$ cat config.mk
export PLATFORM = sky130hd
export DESIGN_NAME = phy_mgmt_regs
export DESIGN_NICKNAME = d
export VERILOG_FILES = /design/src/rtl/phy_mgmt_regs.sv
export SDC_FILE = /design/constraint.sdc
export NUM_CORES = 1
export LEC_CHECK = 0
export BUFFER_PORTS_ARGS = -buffer_cell sky130_fd_sc_hd__buf_2
export CORE_MARGIN = 8
export CORE_UTILIZATION = 55
export DETAILED_ROUTE_END_ITERATION = 6
export PLACE_DENSITY = 0.82
export SYNTH_ARGS = -nofsm -noshare
export SYNTH_HDL_FRONTEND = slang
export SYNTH_SLANG_ARGS = --single-unit
$ cat constraint.sdc
create_clock -name clk -period 4.7 [get_ports clk]
set_input_delay 0.94 -clock clk [delete_from_list [all_inputs] [get_ports clk]]
set_output_delay 0.94 -clock clk [all_outputs]
set_load 0.05 [all_outputs]
$ cat src/rtl/phy_mgmt_regs.sv
module phy_mgmt_regs #(
  parameter int NUM_REGS = 32,
  parameter int DATA_W   = 16,
  parameter int BUS_W    = 32,
  parameter int REQ_W    = 8
) (
  input  logic              clk,
  input  logic              rst_n,
  input  logic              link_up,
  input  logic [REQ_W-1:0]  req_num,
  input  logic              wr_en,
  input  logic [BUS_W-1:0]  wr_data,
  output logic [DATA_W-1:0] rd_data
);

  localparam int SEL_W = $clog2(NUM_REGS);
  localparam logic [SEL_W-1:0] R_CTRL = SEL_W'(0);
  localparam logic [SEL_W-1:0] R_STAT = SEL_W'(1);
  localparam logic [SEL_W-1:0] R_ID1  = SEL_W'(2);
  localparam logic [SEL_W-1:0] R_ID2  = SEL_W'(3);
  localparam logic [SEL_W-1:0] R_ADV  = SEL_W'(4);
  localparam logic [SEL_W-1:0] R_LPA  = SEL_W'(5);
  localparam logic [SEL_W-1:0] R_DIAG = SEL_W'(18);
  localparam logic [DATA_W-1:0] STAT_UP = DATA_W'(16'h782C);

  logic [DATA_W-1:0] store [NUM_REGS];
  logic [SEL_W-1:0]  sel;
  logic [DATA_W-1:0] adv;
  logic              spd100, fdx;
  logic              unused_bits;

  assign sel    = req_num[SEL_W-1:0];
  assign adv    = store[R_ADV];
  assign spd100 = adv[7] | adv[8];
  assign fdx    = adv[8] | adv[6];
  assign unused_bits = ^{req_num[REQ_W-1:SEL_W], wr_data[BUS_W-1:DATA_W]};

  function automatic logic [DATA_W-1:0] init_val(int idx);
    case (idx)
      0:       return DATA_W'(16'h3100);
      2:       return DATA_W'(16'h0300);
      3:       return DATA_W'(16'hE400);
      4:       return DATA_W'(16'h01E1);
      default: return '0;
    endcase
  endfunction

  always_ff @(posedge clk) begin
    if (!rst_n) begin
      for (int i = 0; i < NUM_REGS; i++) store[i] <= init_val(i);
    end else if (wr_en) begin
      store[sel] <= wr_data[DATA_W-1:0];
    end
  end

  always_comb begin
    rd_data = store[sel];
    case (sel)
      R_STAT: rd_data = link_up ? STAT_UP : '0;
      R_LPA: begin
        rd_data = '0;
        rd_data[14]  = 1'b1;
        rd_data[8:5] = adv[8:5];
        rd_data[0]   = 1'b1;
      end
      R_DIAG: begin
        rd_data = '0;
        rd_data[10] = link_up & spd100;
        rd_data[11] = link_up & fdx;
      end
      default: ;
    endcase
  end


  adv_store_chk: assert property (@(posedge clk) disable iff (!rst_n)
    (wr_en && sel == R_ADV) |=> (adv == $past(wr_data[DATA_W-1:0])));


  stat_up_chk: assert property (@(posedge clk) disable iff (!rst_n)
    (sel == R_STAT && link_up) |-> (rd_data[14:11] == 4'hF && rd_data[5] && rd_data[2]));


  stat_down_chk: assert property (@(posedge clk) disable iff (!rst_n)
    (sel == R_STAT && !link_up) |-> (rd_data == '0));


  lpa_chk: assert property (@(posedge clk) disable iff (!rst_n)
    (sel == R_LPA) |-> (rd_data[14] && rd_data[0] && rd_data[8:5] == store[R_ADV][8:5]));


  diag_fmt_chk: assert property (@(posedge clk) disable iff (!rst_n)
    (sel == R_DIAG) |-> (rd_data[9:0] == '0 && rd_data[DATA_W-1:12] == '0));


  diag_down_chk: assert property (@(posedge clk) disable iff (!rst_n)
    (sel == R_DIAG && !link_up) |-> (rd_data == '0));


  hold_chk: assert property (@(posedge clk) disable iff (!rst_n)
    (!wr_en) |=> (adv == $past(adv)));

  wire unused_ids = ^{R_CTRL, R_ID1, R_ID2};

endmodule

After elaboration in Yosys (flattened, before gate mapping)

Memories as Yosys holds them, arrays and structs flattened.
Index checks and enable logic that the tools add are counted.

Flip-flop bits (word level): 0
Latch bits: 0
RAM bits: 512
Memory bits (read-only): 0
Bits of input ports: 44
Output and inout port bits: 16
Logic and storage cells: 23
Memories kept: 1

Memory list:

| memory | words | width | read ports | clocked after memory_dff | write ports | line | RTL |
|---|---|---|---|---|---|---|---|
| store  | 32    | 16    | 2          | 0                        | 32          | 26   | `logic [DATA_W-1:0] store [NUM_REGS];` |

$add $sub $neg: 0
Multipliers: 0
Div/mod/pow operators: 0
Order comparisons: 0
Equal/unequal tests: 3
Shifts and indexed selects: 0
Multiplexer cells: 14
Bitwise operators: 4
Reduce and logical (&&, ||, !) cells: 1

Operators by type and width:

| kind                                          | count |
|---|---|
| two-way mux 16 bit                            | 6 |
| case mux 16 bit (3 select lines)              | 1 |
| OR reduction 16 bit                           | 1 |
| two-way mux 15 bit                            | 1 |
| == test 5 x 1 -> 1 bit, second input constant | 1 |
| == test 5 x 3 -> 1 bit, second input constant | 1 |
| == test 5 bit, second input constant          | 1 |
| two-way mux 1 bit                             | 5 |
| two-way mux 5 bit                             | 1 |
| AND 1 bit                                     | 2 |
| OR 1 bit                                      | 2 |

Logic depth before layout (Yosys ltp)

Word-level depth: 5
Mapped depth: 9
Mapped depth without buffers: 5

Worst setup path after synthesis

OpenSTA, ideal clock, no wires.

Kind: input to output
From: input req_num[0]
To: output rd_data[8]
Data arrival time: 3,715 ps
Required time: 3,760 ps
Slack: 45 ps
Stages: 8
Buffers on the path: 3
Cells stage by stage: buf_6 buf_4 buf_4 and2_1 a22o_1 a21oi_1 a221oi_1 o41ai_1

Longest elaborated chain between the ends: 2
Elaborated cells between the ends (all ways): 5
Classes of those cells: 3 x eq/ne; 1 x mux; 1 x memory

Ends and longest elaborated chain:

| item                                                    | line | RTL |
|---|---|---|
| start: declaration                                      | 10   | `input logic [REQ_W-1:0] req_num,` |
| memory read (32 x 16 bit), or another cell as far along | --   |  |
| case mux 16 bit (3 select lines) *                      | 58   | `case (sel)` |
| end: declaration                                        | 13   | `output logic [DATA_W-1:0] rd_data` |

Mark *: on every way between the ends. The rest lies on a longest branch, timed or not.

Final worst setup path

From: input req_num[0]
To: output rd_data[14]

The elaborated chain is that of the path after synthesis.

==> reports/qor.csv <==
metric;value;unit
status;completed;
drtAntennaViolNets;0;
cp-start-kind;primary input;
crit_top_cell;buf_12;
drt_iter0_drc;2262;
core;42800;um2
cp_max_fo;36;
drv_slew;0;
drc_errors;0;
arrival;3.64;ns
cellPowerDensity;380;nW/um2
finalPower;9970;uW
routed.top_layer;met5;
setup_tns;0;ns
tritoncts;built;
root_buffer;clkbuf_16;
grt_pass1_vias;13800;
drv_cap;0;
post_cts_buffers;0;
required;3.76;ns
gp_congestion;0.934;
wl_met2;27.7;mm
max_clock_freq;218;MHz
h-tree-depth;2;
avgSynthCellArea;15.0;um2
fp.dieH;224;um
cts_max_path_buffers;3;
grt_setup_unrepaired;false;
netlist_instances;1574;
largest_register_ffs;512;
met1_length;21.7;mm
wirelength;57.7;mm
viasPerCell;6.26;
synth_seq_cells;512;
numCtsBuffers;50;
clock_sinks;512;
crit_chain;buf_6, buf_12, buf_12, nor2_1, nand3_1, a21oi_2, nor4_1, or3b_1, buf_2;
leakage;0.00935;uW
cp_slowest_stage_delay;0.76;ns
grtUsageTotal;23.0;%
holdWs;1.03;ns
rows;76;
antenna_found_initial;4;
top_regs;store x512;
synth-main-ff-cell;edfxtp_1;
critPathKind;primary input to output pin;
slowest_stage;a21oi_2;
grt_pass1_wl;85.9;mm
start_util;55.3;%
portBuffers;40;
cts-hold-fix-buffers;0;
dr_total_vias;13800;
end_kind;output pin;
area_delta_synth_final;10.9;%
vdd_drop_max;294;uV
worst_pin_slew;1.07;ns
setup_viol;0;
dpl.hpwl;36.7;mm
syn_nets;1618;
stdcell_area;26300;um2
hold_violations;0;
die_w;224;um
first_pass_iters;6;
cts_resized;0;
ioPinCount;60;
grt_max_degree;48;
postPlaceCellArea;24800;um2
period_minus_slack;4.58;ns
drive_above_1_share;19.5;%
async_flop_share;0;%
die_area;50000;um2
ys_types;42;
cts.clk_slew.worst_paths;0.07;ns
critPathTopFamily;simple AND/OR/NAND/NOR gates;
routedWlPerCell;26.1;um
fin_crit_sh;97.5;%
ys_seq_area_share;64.9;%
synth-edff-count;512;
ys_warn_count;0;
worst-path-buf-inv;4;
met3_length;6.35;mm
synth_area;23700;um2
regMostFlops;store;
maxSlewHeadroom;28.2;%
grt_overflow_total;0;
worst_hold_path_type;primary input to flop;
finalNetCount;1673;
[placed cells by master (no fill, tap or decap), types with 2 or more instances in the layout]
cell	count
a211o_1	5
a211oi_1	6
a21o_1	2
a21oi_1	12
a221oi_1	3
a22o_1	9
a22oi_1	8
a311oi_1	4
and2_1	500
buf_12	5
buf_2	38
buf_4	106
buf_6	2
bufinv_16	2
clkbuf_1	16
clkbuf_16	51
clkinv_1	9
clkinv_2	7
edfxtp_1	512
mux2_2	6
mux2i_1	71
mux4_1	3
mux4_2	105
nand2_1	25
nand2b_1	3
nand3_1	4
nand4_1	5
nor2_1	44
nor2b_1	8
nor3_1	4
o211ai_1	5
o21ai_0	8
o21ai_1	32
o22ai_1	14
or3_1	17
[cell families after synthesis]
family                 count (synthesis)  share of synthesized area (%)
AND/OR/NAND/NOR                      617                           15.6
AO/OA/AOI/OAI                        111                           3.03
flip-flops                           512                           64.9
buffers and inverters                149                           2.90
multiplexers                         185                           13.6
[worst min-delay path: stages]
cell     delay (ns)
buf_2          0.11
buf_4          0.26
o21ai_1        0.17
[synthesized netlist by cell type, types with 2 or more instances]
cell	count	share of area, %
edfxtp_1	512	65
and2_1	500	13
clkbuf_1	109	1.7
mux4_2	105	10
mux2i_1	71	3.0
nor2_1	44	0.70
o21ai_0	40	0.85
nand2_1	25	0.40
buf_2	19	0.40
or3_1	17	0.45
buf_4	16	0.51
o22ai_1	14	0.37
a21oi_1	12	0.25
a22o_1	9	0.33
a22oi_1	8	0.25
nor2b_1	8	0.21
a211oi_1	6	0.19
mux2_2	6	0.29
a211o_1	5	0.18
nand4_1	5	0.13
o211ai_1	5	0.16
a311oi_1	4	0.15
nand3_1	4	0.085
nor3_1	4	0.085
a221oi_1	3	0.11
mux4_1	3	0.33
nand2b_1	3	0.079
a21o_1	2	0.063
buf_6	2	0.095
[where the power goes]
part | internal (uW) | switching, uW | total (uW)
combinational | 327 | 588 | 915
clock | 2090 | 1630 | 3720
sequential | 5260 | 71.6 | 5330
total | 7680 | 2290 | 9970
[final timing paths]
check                  start                         to  slack [ns]  cells after the start
setup / recovery  req_num[0]                rd_data[14]        0.12                      9
hold / removal         rst_n  store[2][8]$_SDFFCE_PN1P_        1.03                      3
[final cells by class]
cell class / instances / area [um2]
repair buffers: 151 / 1110
multi-input cells: 913 / 7620
flip-flops and latches: 512 / 15400
clock buffers: 67 / 1340
inverters: 1 / 3.75
diodes: 1 / 2.50
clock inverters: 19 / 138
fillers: 3036 / 16500
well taps: 546 / 683
[layer usage]
layer  up-vias  track usage, %
met5         -               0
met4         4            8.71
met3       147            5.00
met2       864            37.5
met1      6891            30.2
li1       5920               -
[stage by stage]
step,worst slack [ns],utilization (%),std cells
after floorplan,0.0446,-,1574
after global placement,0.286,57.9,2123
after detailed placement,0.211,57.9,2123
final,0.116,61.4,2210
after global routing,0.0270,61.4,2209
after CTS,0.203,61.4,2209
(Power assumes the default switching activity.)
